`src/rtl/bq_pkg.sv`:
```
package bq_pkg;
    typedef enum logic [1:0] {
        CMD_HOLD  = 2'd0,
        CMD_FWD   = 2'd1,
        CMD_BWD   = 2'd2,
        CMD_CLASH = 2'd3
    } bq_cmd_e;
endpackage

```
`src/rtl/bq_req_sync.sv`:
```
module bq_req_sync #(
    parameter int STAGES = 2
) (
    input  logic clk,
    input  logic rst,
    input  logic req_async,
    output logic pulse
);
    logic [STAGES-1:0] chain;
    logic              last_q;

    always_ff @(posedge clk) begin
        if (rst) begin
            chain  <= '0;
            last_q <= 1'b0;
        end else begin
            chain  <= {chain[STAGES-2:0], req_async};
            last_q <= chain[STAGES-1];
        end
    end

    assign pulse = chain[STAGES-1] & ~last_q;

    // a synchronized request never yields two pulses in a row
    assert_single_pulse_R3: assert property (@(posedge clk) disable iff (rst)
        pulse |=> !pulse);
endmodule

```
`src/rtl/bq_quinary_ring.sv`:
```
module bq_quinary_ring #(
    parameter int N = 5
) (
    input  logic         clk,
    input  logic         rst,
    input  logic         advance,
    input  logic         retreat,
    output logic [N-1:0] q
);
    always_ff @(posedge clk) begin
        if (rst) begin
            q <= {{(N-1){1'b0}}, 1'b1};
        end else if (!$onehot(q)) begin
            q <= {{(N-1){1'b0}}, 1'b1};
        end else if (advance) begin
            q <= {q[N-2:0], q[N-1]};
        end else if (retreat) begin
            q <= {q[0], q[N-1:1]};
        end
    end

    // one quinary line active at every edge after reset
    assert_ring_onehot_R11: assert property (@(posedge clk) disable iff (rst)
        $countones(q) == 1);
    // advance from the top line wraps to the bottom line
    assert_ring_wrap_up_R5: assert property (@(posedge clk) disable iff (rst)
        (advance && !retreat && q[N-1]) |=> q[0]);
    // retreat from the bottom line wraps to the top line
    assert_ring_wrap_dn_R6: assert property (@(posedge clk) disable iff (rst)
        (retreat && !advance && q[0]) |=> q[N-1]);
endmodule

```
`src/rtl/bq_digit_decode.sv`:
```
module bq_digit_decode #(
    parameter int N = 5
) (
    input  logic [N-1:0]   q,
    input  logic           lsb,
    output logic [2*N-1:0] dig
);
    for (genvar k = 0; k < N; k++) begin : g_pair
        assign dig[2*k]   = q[k] & ~lsb;
        assign dig[2*k+1] = q[k] &  lsb;
    end
endmodule

```
`src/rtl/bq_decade_counter.sv`:
```
module bq_decade_counter
    import bq_pkg::*;
#(
    parameter int SYNC_STAGES = 2,
    parameter int QUIN_STATES = 5
) (
    input  logic                     clk,
    input  logic                     rst,
    input  logic                     up_req,
    input  logic                     dn_req,
    output logic                     bin_bit,
    output logic [QUIN_STATES-1:0]   quin,
    output logic [2*QUIN_STATES-1:0] digit,
    output logic                     carry_fwd,
    output logic                     carry_bwd
);
    localparam int TOP = QUIN_STATES - 1;

    logic    fwd_p, bwd_p;
    logic    ring_adv, ring_ret;
    logic    cnt_en;
    bq_cmd_e cmd;

    bq_req_sync #(.STAGES(SYNC_STAGES)) u_sync_fwd (
        .clk(clk), .rst(rst), .req_async(up_req), .pulse(fwd_p));
    bq_req_sync #(.STAGES(SYNC_STAGES)) u_sync_bwd (
        .clk(clk), .rst(rst), .req_async(dn_req), .pulse(bwd_p));

    always_comb begin
        unique case ({fwd_p, bwd_p})
            2'b10:   cmd = CMD_FWD;
            2'b01:   cmd = CMD_BWD;
            2'b11:   cmd = CMD_CLASH;
            default: cmd = CMD_HOLD;
        endcase
    end

    always_comb begin
        ring_adv = 1'b0;
        ring_ret = 1'b0;
        cnt_en   = 1'b0;
        unique case (cmd)
            CMD_FWD: begin
                cnt_en   = 1'b1;
                ring_adv = bin_bit;
            end
            CMD_BWD: begin
                cnt_en   = 1'b1;
                ring_ret = ~bin_bit;
            end
            default: ;
        endcase
    end

    bq_quinary_ring #(.N(QUIN_STATES)) u_ring (
        .clk(clk), .rst(rst), .advance(ring_adv), .retreat(ring_ret), .q(quin));

    always_ff @(posedge clk) begin
        if (rst) begin
            bin_bit   <= 1'b0;
            carry_fwd <= 1'b0;
            carry_bwd <= 1'b0;
        end else begin
            if (cnt_en) bin_bit <= ~bin_bit;
            carry_fwd <= (cmd == CMD_FWD) & bin_bit & quin[TOP];
            carry_bwd <= (cmd == CMD_BWD) & ~bin_bit & quin[0];
        end
    end

    bq_digit_decode #(.N(QUIN_STATES)) u_dec (
        .q(quin), .lsb(bin_bit), .dig(digit));

    // each accepted count inverts the binary stage
    assert_bin_toggle_R4: assert property (@(posedge clk) disable iff (rst)
        cnt_en |=> bin_bit != $past(bin_bit));
    // coincident requests leave the state untouched
    assert_clash_hold_R9: assert property (@(posedge clk) disable iff (rst)
        (fwd_p && bwd_p) |=> ($stable(bin_bit) && $stable(quin) && !carry_fwd && !carry_bwd));
    // carry-forward appears only with the counter at zero
    assert_carry_fwd_R7: assert property (@(posedge clk) disable iff (rst)
        carry_fwd |-> (quin[0] && !bin_bit));
    // borrow appears only with the counter at nine
    assert_carry_bwd_R8: assert property (@(posedge clk) disable iff (rst)
        carry_bwd |-> (quin[TOP] && bin_bit));
    // exactly one digit line active
    assert_digit_onehot_R10: assert property (@(posedge clk) disable iff (rst)
        $countones(digit) == 1);
endmodule

```
`config.mk`:
```
export PLATFORM = sky130hd
export DESIGN_NAME = bq_decade_counter
export DESIGN_NICKNAME = d
export VERILOG_FILES = /design/src/rtl/bq_pkg.sv /design/src/rtl/bq_req_sync.sv /design/src/rtl/bq_quinary_ring.sv /design/src/rtl/bq_digit_decode.sv /design/src/rtl/bq_decade_counter.sv
export SDC_FILE = /design/constraint.sdc
export NUM_CORES = 1
export LEC_CHECK = 0
export BUFFER_PORTS_ARGS = -buffer_cell sky130_fd_sc_hd__buf_2
export CAP_MARGIN = 10
export CORE_MARGIN = 2
export CORE_UTILIZATION = 38
export CTS_CLUSTER_DIAMETER = 50
export DETAILED_ROUTE_END_ITERATION = 6
export SYNTH_ARGS = -nofsm -noshare
export SYNTH_HDL_FRONTEND = slang
export SYNTH_SLANG_ARGS = --single-unit
```
`constraint.sdc`:
```
create_clock -name clk -period 3.2 [get_ports clk]
set_input_delay 0 -clock clk [delete_from_list [all_inputs] [get_ports clk]]
set_output_delay 0 -clock clk [all_outputs]
set_load 0.02 [all_outputs]
```
# ---- Word-level counts from Yosys, hierarchy flattened
# Index checks and enable logic that the tools add are counted.
dict set report op_classes {
  n_bitwise 20
  n_shift 0
  reduce_logical 3
  n_eq_ne 6
  muxes 6
  order_cmp 0
  div 0
  addsub 4
  n_mul 0
}
# op n
set ops {}
lappend ops {{$and 1x1->1} 16}
lappend ops {{$mux 5} 2}
lappend ops {{$eq 2x2->1 const B} 3}
lappend ops {{$pmux 2 s3} 1}
lappend ops {{$add 1x1->2} 2}
lappend ops {{$eq 2x1->1 const B} 2}
lappend ops {{$not 1->1} 4}
lappend ops {{$reduce_or 2->1} 2}
lappend ops {{$add 3x1->3} 1}
lappend ops {{$add 3x3->3} 1}
lappend ops {{$eq 3x1->1 const B} 1}
lappend ops {{$mux 1} 3}
lappend ops {{$reduce_bool 2->1} 1}
dict set report totals {
  inputBits 4
  ff_bits 14
  mem_bits_ro 0
  ram_bits 0
  output_inout_bits 18
  wordCells 47
  latchBits 0
  memories 0
}

# ---- Depth between registers and ports, before layout
# Gate-level depths: netlist (run 1).
dict set report logic_depth {
  word_depth 8
  depth_mapped 7
  mapped_depth_nobuf 7
}

# ---- Hierarchy
# From an unflattened synthesis (run 1), not the netlist that was laid out.
dict set report hier_totals {
  hier_cells 66
  hier_area_um2 695.7
}
# mod cells_each area_each_um2 seq_area_each_um2 n_inst
set by_module_without_submodules {}
lappend by_module_without_submodules {bq_quinary_ring 29 317.8 100.1 1}
lappend by_module_without_submodules {bq_req_sync 7 87.6 60.1 2}
lappend by_module_without_submodules {bq_decade_counter 13 140.1 60.1 1}
lappend by_module_without_submodules {bq_digit_decode 10 62.6 0.0 1}

# ---- Worst setup path before layout (run 1)
# Ideal clock, no wire load.
dict set report synth_path {
  path_type {reg-to-reg}
  startpoint {reg u_ring.q[3]}
  endpoint {reg u_ring.q[0]}
  period_less_slack_ns 2.032
  arrival_time_ns 1.954
  required_time_ns 3.121
  setup_ns 0.079
  path_stages_with_launch 8
  path_slack_ns 1.168
  n_path_buf 0
  path_cell_list {dfxtp_1 -> ha_1 -> fa_1 -> inv_1 -> fa_1 -> nand4b_4 -> a31oi_1 -> o211ai_1}
}
dict set report synth_via {
  elab_chain_len 6
}
# item line
set synth_lines {}
lappend synth_lines {{start, declared} bq_quinary_ring.sv:8} ;# output logic [N-1:0] q
lappend synth_lines {{start signal, assigned} bq_quinary_ring.sv:12} ;# q <= {{(N-1){1'b0}}, 1'b1};
lappend synth_lines {{start signal, assigned} bq_quinary_ring.sv:14} ;# q <= {{(N-1){1'b0}}, 1'b1};
lappend synth_lines {{start signal, assigned} bq_quinary_ring.sv:16} ;# q <= {q[N-2:0], q[N-1]};
lappend synth_lines {{$add 1x1->2 (implied by the code)} bq_quinary_ring.sv:13} ;# end else if (!$onehot(q)) begin
lappend synth_lines {{$add 3x3->3 (implied by the code)} bq_quinary_ring.sv:13}
lappend synth_lines {{$add 3x1->3 (implied by the code)} bq_quinary_ring.sv:13}
lappend synth_lines {{$eq 3x1->1} bq_quinary_ring.sv:13}
lappend synth_lines {{$not 1->1 (no source line)} --}
lappend synth_lines {{$reduce_or 2->1 (no source line)} --}
# Every way passes these cells.
# A chain may end at the register's enable or synchronous reset.

# ---- Worst setup path in the final report (run 1)
dict set report layout_path {
  startpoint {reg u_ring.q[2]}
  endpoint {reg u_ring.q[0]}
}
# Same word-level chain as after synthesis.

==> summary.md, run 1 <==
| Metric | Value |
|---|---|
| Routed WL | `between 1 and 1.5 mm` |
| Post-route setup slack | `~1200 ps` |
| H-tree levels | `1` |
| Post-route cell area | `about 900 um2` |
| Input/output buffers | `21` |
| Die area | `between 2000 and 2500 um2` |
| Drt first pass iters | `2` |
| CP Class | `reg -> reg` |
| Max VDD drop | `between 0.2 and 0.3 mV` |
| Critical Path Source Type | `flop` |
| FMAX | `approximately 0.50 GHz` |
| Mapped Nets | `79` |
| Number of global-route vias before repair | `about 500` |
| Area fraction of the dominant cell type after synthesis | `0.390` |
| Tmin final | `2010 ps` |
| Share of cells above drive strength 1 | `0.400` |
| Tcrit/Tclk final | `0.628` |
| CTS root buf | `clkbuf_4` |
| Core Region | `between 1500 and 2000 um2` |
| Die span in x | `47.5 um` |
| Rel. slew slack | `0.667` |
| Leak | `0.436 nW` |
| First-pass GRT wire length | `2.06 mm` |
| Pins over their slew limit | `0` |
| Clock buffer depth | `2` |
| Clock latency on the worst-skew pair | `approximately 270 ps` |
| Mapped Cells | `69` |
| CTS tree | `yes` |
| Nets@finish | `approximately 110` |
| Hold violation total from the final report | `0` |
| Area grow syn2layout | `26.0%` |
| Top delay family on crit path | `adder cells` |
| Routability congestion estimate | `approximately 0.80` |
| Clk slew on worst S/H paths | `around 90 ps` |
| DP Worst Slack | `around 1200 ps` |
| Worst-margin pin slew | `around 500 ps` |
| Post-Syn Area | `718 um2` |
| Final core utilization | `0.518` |
| Antenna cells | `0` |
| Worst Hold Class | `reg -> reg` |
| CP arrival | `around 2200 ps` |
| Buf+Inv Stages, Crit Path | `1` |
| Slowest stage delay, CP | `approximately 450 ps` |
| Final cell count without fillers | `120` |
| Final TNS setup | `0 ps` |
| Slowest stage cell on the critical path | `dfxtp_1` |
| Status | `finished clean` |
| Leading area contributor after synthesis | `dfxtp_1` |
| WP data required | `3400 ps` |
| 1st-iter DRT viols | `1` |
| Largest cells by area after synthesis | `dfxtp_1 39%, and2b_2 7.3%, ha_1 7.0%` |
| Syn Area/Cell | `between 10 and 15 um2` |
| Vias per cell | `4.58` |
| Post-synthesis sequential area ratio | `0.390` |
| Number of cell rows | `15` |
| Pin count of the biggest net entering global routing | `17` |
| Crit path cell chain | `ha_1, fa_1, inv_1, fa_1, nand4b_4, a31oi_1, o211ai_1` |
| Total CTS buffers | `3` |
| DP Area | `about 840 um2` |
| Routed vias | `550` |
| Critical Path Fanout Max | `7` |
| DP Wirelength | `930 um` |
| I/O pin count | `22` |
| Setup-failing EPs final | `0` |
| Power per Cell Area | `around 520 nW/um2` |
| Worst Clk Skew | `approximately 4 ps` |
| Yosys warning total | `0` |
| Most used cell, CP | `fa_1` |
| Average wire per standard cell | `10.5 um` |
| Post-route ant nets | `0` |
| CP Capture Type | `flop` |
| Resize count post-CTS | `0` |
| CTS sink cnt | `14` |
| Die H | `approximately 47 um` |
| All-Layer GR Usage | `0.137` |
| Placed Instances | `approximately 110` |
| Unrepaired setup endpoints after global routing | `no` |
| # DRC | `0` |
| Post-synthesis register bit count | `14` |
| Initial Util | `0.411` |
| MaxCap Viol Count | `0` |
| Initial antenna violation count | `0` |
| Number of distinct library cells after synthesis | `23` |
| Global route overflow | `0` |
-- timing repair --
item                      CTS  global route
hold buffers                3             0
hold endpoints to repair    3             0
buffers inserted            0             0
-- path summary, 6_finish.rpt --
| check | from | endpoint | slack [ps] | cells past startpoint |
|---|---|---|---|---|
| setup / recovery | u_ring.q[2] | u_ring.q[0] | 1190 | 7 |
| hold reg to reg | u_sync_bwd.chain[0] | u_sync_bwd.chain[1] | 460 | 1 |
| setup reg to reg | u_ring.q[2] | u_ring.q[0] | 1190 | 7 |
| hold / removal | u_sync_bwd.chain[0] | u_sync_bwd.chain[1] | 460 | 1 |
-- registers in the layout, summed over array words and instances, names as in the netlist --
| signal | flops |
|---|---|
| u_ring.q | 5 |
| u_sync_bwd.chain | 2 |
| u_sync_fwd.chain | 2 |
| bin_bit | 1 |
| carry_bwd | 1 |
| carry_fwd | 1 |
| u_sync_bwd.last_q | 1 |
| u_sync_fwd.last_q | 1 |
-- layout by cell type, fill, tap and decap left out, drive strengths merged --
master	count
nor2b	4
mux2	1
nor3b	2
inv	6
dfxtp	14
ha	4
nand4b	1
nand2	1
buf	21
dlygate4sd3	3
nor2	6
clkbuf	4
and2	5
o22ai	4
o211ai	1
a31oi	1
nand3	1
and2b	7
nor3	4
xor2	1
nand2b	2
fa	2
-- power breakdown --
group / internal [W] / leakage, nW / switching, W
clock: 0.0000691 / 0.0210 / 0.0000557
combinational: 0.0000629 / 0.301 / 0.0000783
sequential: 0.000187 / 0.114 / 0.0000208
-- per-layer routing --
metal  global-route usage  vias to the layer above  share of wire
met1                0.150                      250           0.43
met4               0.0833                        0         0.0095
met3               0.0377                        2          0.052
met5                    0                        -              0
met2                0.235                       18           0.50
li1                     -                      280              -
-- area by class of cell --
type | count | area (um2)
sequential | 14 | 280
clock buffer | 4 | 36.3
multi-input combinational | 47 | 399
inverter | 6 | 22.5
fill | 178 | 841
tap | 25 | 31.3
timing repair buffer | 24 | 135
-- cells in the mapped netlist --
cell,number
nand4b_4,1
and2_1,5
mux2_4,1
o22ai_1,4
buf_6,1
nor2_1,6
nand2_1,1
inv_1,6
buf_2,1
ha_1,4
and2b_1,1
fa_1,2
nand2b_4,1
nand3_1,1
nand2b_1,1
and2b_2,6
nor3_2,4
xor2_1,1
o211ai_1,1
nor3b_1,2
a31oi_1,1
nor2b_1,4
dfxtp_1,14
-- metrics by stage --
| step | power [W] | hold slack, ps |
|---|---|---|
| floorplan | 0.000319 | 142 |
| global placement | 0.000350 | 224 |
| detailed placement | 0.000353 | 226 |
| CTS | 0.000480 | 462 |
| global route | 0.000508 | 468 |
| finish | 0.000473 | 456 |
-- cells by family after synthesis --
family                     after synthesis  share of synthesized area
AOI/OAI and AO/OA                        6                     0.0540
xor gates and xnor gates                 1                     0.0122
adders and majority gates                6                      0.125
buffers and inverters                    8                     0.0540
DFF                                     14                      0.390
muxes                                    1                     0.0209
and+or+nand+nor                         33                      0.343
Note: power is estimated with default switching activity, not from simulation.
==> run 2, diff against run 1 <==
==> constraint.sdc (replaced) <==
create_clock -name clk -period 2.1 [get_ports clk]
set_input_delay 0 -clock clk [delete_from_list [all_inputs] [get_ports clk]]
set_output_delay 0 -clock clk [all_outputs]
set_load 0.02 [all_outputs]
==> summary.md, run 2 (same netlist as run 1, synthesis figures left out) <==
| Metric | Value |
|---|---|
| Antenna cells | `0 (unchanged)` |
| Clock buffer depth | `2 (unchanged)` |
| CTS tree | `yes` |
| Critical Path Source Type | `flop` |
| Worst hold slack | `11.7 ps (-444 ps)` |
| Post CTS Setup Buffer Count | `0 (unchanged)` |
| Critical Path Fanout Max | `7 (unchanged)` |
| Tcrit/Tclk final | `0.937 (+0.310)` |
| I/O pin count | `22 (unchanged)` |
| Power per Cell Area | `799 nW/um2 (+53%)` |
| Drt first pass iters | `4 (+2)` |
| Status | `finished clean` |
| Initial antenna violation count | `0 (unchanged)` |
| Nets@finish | `109 (+2.8%)` |
| Area grow syn2layout | `28.9%` |
| Die H | `47.5 um (unchanged)` |
| Post-route cell area | `926 um2 (+2.4%)` |
| Number of cell rows | `15 (unchanged)` |
| Fill cell count | `169 (-5.1%)` |
| Share of cells above drive strength 1 | `0.439 (+0.0388)` |
| # DRC | `0 (unchanged)` |
| Biggest register | `u_ring.q` |
| Most used cell, CP | `fa_1` |
| Final TNS setup | `0 ps (unchanged)` |
| Die span in x | `47.5 um (unchanged)` |
| Clk slew on worst S/H paths | `90 ps (about the same)` |
| Max VDD drop | `0.436 mV (+56%)` |
| Rel. slew slack | `0.664 (-0.00279)` |
| Worst-margin pin slew | `503 ps (+4.18 ps)` |
| Buf+Inv Stages, Crit Path | `1 (unchanged)` |
| Post-route ant nets | `0 (unchanged)` |
| MaxCap Viol Count | `0 (unchanged)` |
| Unrepaired setup endpoints after global routing | `no` |
| CTS sink cnt | `14 (unchanged)` |
| H-tree levels | `1 (unchanged)` |
| Crit path cell chain | `ha_1, fa_1, inv_1, fa_1, nand4b_4, a31oi_1, o211ai_1` |
| Hold violation total from the final report | `0 (unchanged)` |
| WP data required | `2300 ps (-1100 ps)` |
| Number of global-route vias before repair | `549 (+12%)` |
| Initial Util | `0.411 (unchanged)` |
| Most frequent cells in the layout | `21 x buf_2, 13 x dfxtp_1, 6 x inv_1, 6 x nor2_1, 6 x and2b_2` |
| Sw power | `0.000243 W (+57%)` |
| Total CTS buffers | `3 (unchanged)` |
| Routed WL | `1.34 mm (+6.4%)` |
| Worst Clk Skew | `4.30 ps (+0.278 ps)` |
| Biggest regs | `u_ring.q: 5 flops, u_sync_bwd.chain: 2 flops, u_sync_fwd.chain: 2 flops` |
| Cell depth of the worst flop-to-flop path | `7 (unchanged)` |
| Core Region | `1750 um2 (unchanged)` |
| Die area | `2250 um2 (unchanged)` |
| Max FFs per register | `5 (unchanged)` |
| Routed vias | `572 (+4.0%)` |
| Clock power frac | `0.256 (-0.008)` |
| 1st-iter DRT viols | `9 (+8)` |
| Worst Hold Path Cells | `2 (+1)` |
| Commonest non-fill, non-tap cell in the layout | `buf_2` |
| Input/output buffers | `21 (unchanged)` |
| First-pass GRT wire length | `2.25 mm (+9.0%)` |
| Worst path depth | `7 (unchanged)` |
| Leak | `0.453 nW (+3.8%)` |
| Setup-failing EPs final | `0 (unchanged)` |
| Slowest stage cell on the critical path | `fa_1` |
| Slowest stage delay, CP | `450 ps (about the same)` |
| Pin count of the biggest net entering global routing | `17 (unchanged)` |
| Vias per cell | `4.65 (+1.5%)` |
| Worst Hold Class | `in -> reg` |
| Sequential share of power | `0.413 (-0.025)` |
| All-Layer GR Usage | `0.142 (+0.00512)` |
| Clock latency on the worst-skew pair | `270 ps (about the same)` |
| Tmin final | `1970 ps (-40.4 ps)` |
| DP Wirelength | `1.03 mm (+10%)` |
| Average wire per standard cell | `10.9 um (+3.8%)` |
| Internal cell power | `0.000497 W (+56%)` |
| Global route overflow | `0 (unchanged)` |
| DP Area | `868 um2 (+3.6%)` |
| CP Capture Type | `flop` |
| CP arrival | `2170 ps (-40 ps)` |
| CP Class | `reg -> reg` |
| CTS root buf | `clkbuf_4` |
| Routability congestion estimate | `0.842 (+5.5%)` |
| Pins over their slew limit | `0 (unchanged)` |
| Switching Share | `0.328 (+0.00104)` |
| Logic pwr share | `0.330 (+0.032)` |
| Top delay family on crit path | `adder cells` |
| FMAX | `0.508 GHz (+2.1%)` |
-- run 2: cell count changes in the layout (fill, tap and decap cells not counted), sizes merged --
cell / previous run / this run
buf: 21 / 25
dlygate4sd3: 3 / 2
-- run 2: metrics by stage --
| step | util | instances | setup slack, ps | power [W] |
|---|---|---|---|---|
| after floorplan | - | 69 | 67.5 | 0.000486 |
| after global placement | 0.497 | 117 | 164 | 0.000548 |
| after detailed placement | 0.497 | 117 | 111 | 0.000555 |
| after CTS | 0.530 | 123 | 76.8 | 0.000754 |
| after global routing | 0.530 | 123 | 31.6 | 0.000783 |
| final | 0.530 | 123 | 132 | 0.000740 |
-- run 2: worst paths after layout --
path                                          start                  end  slack, ps
worst max register to register          u_ring.q[2]          u_ring.q[0]        130
worst max-delay path                    u_ring.q[2]          u_ring.q[0]        130
worst min-delay path                            rst              bin_bit         10
worst min register to register  u_sync_bwd.chain[0]  u_sync_bwd.chain[1]        460
-- run 2: metal layers --
layer  GRT usage  share of wire  vias up
li1            -              -      287
met1       0.155           0.43      257
met2       0.257           0.49       24
met3      0.0302          0.063        4
met4      0.0722          0.022        0
met5           0              0        -
-- run 2: final cells by class --
| type | count | area [um2] | share of cell area |
|---|---|---|---|
| clock buffers | 4 | 36.3 | 0.0392 |
| inverters | 6 | 22.5 | 0.0243 |
| multi-input cells | 47 | 399 | 0.431 |
| flip-flops and latches | 14 | 282 | 0.304 |
| well taps | 25 | 31.3 | 0.0338 |
| repair buffers | 27 | 155 | 0.168 |
-- run 2: what timing repair did --
action                     in CTS  in global routing
gates resized for setup         0                  1
hold buffers                    2                  0
setup endpoints to repair       0                  1
hold endpoints to repair        2                  0
-- run 2: power by group through the flow --
stage / Sequential, W / Clock [W] / Combinational [W]
after floorplan: 0.000329 / 0 / 0.000158
after global placement: 0.000311 / 0 / 0.000237
after detailed placement: 0.000312 / 0 / 0.000243
after CTS: 0.000306 / 0.000199 / 0.000249
after global routing: 0.000310 / 0.000203 / 0.000271
final: 0.000306 / 0.000190 / 0.000244
-- run 2: worst reg2reg max path: cells and delay by family (launching register included) --
| family | cells | cell delay [ps] |
|---|---|---|
| AND/OR/NAND/NOR | 1 | 150 |
| adder cells (fa/ha/maj) | 3 | 1140 |
| flip-flops | 1 | 360 |
| buffers and inverters | 1 | 80 |
| AO/OA/AOI/OAI | 2 | 160 |
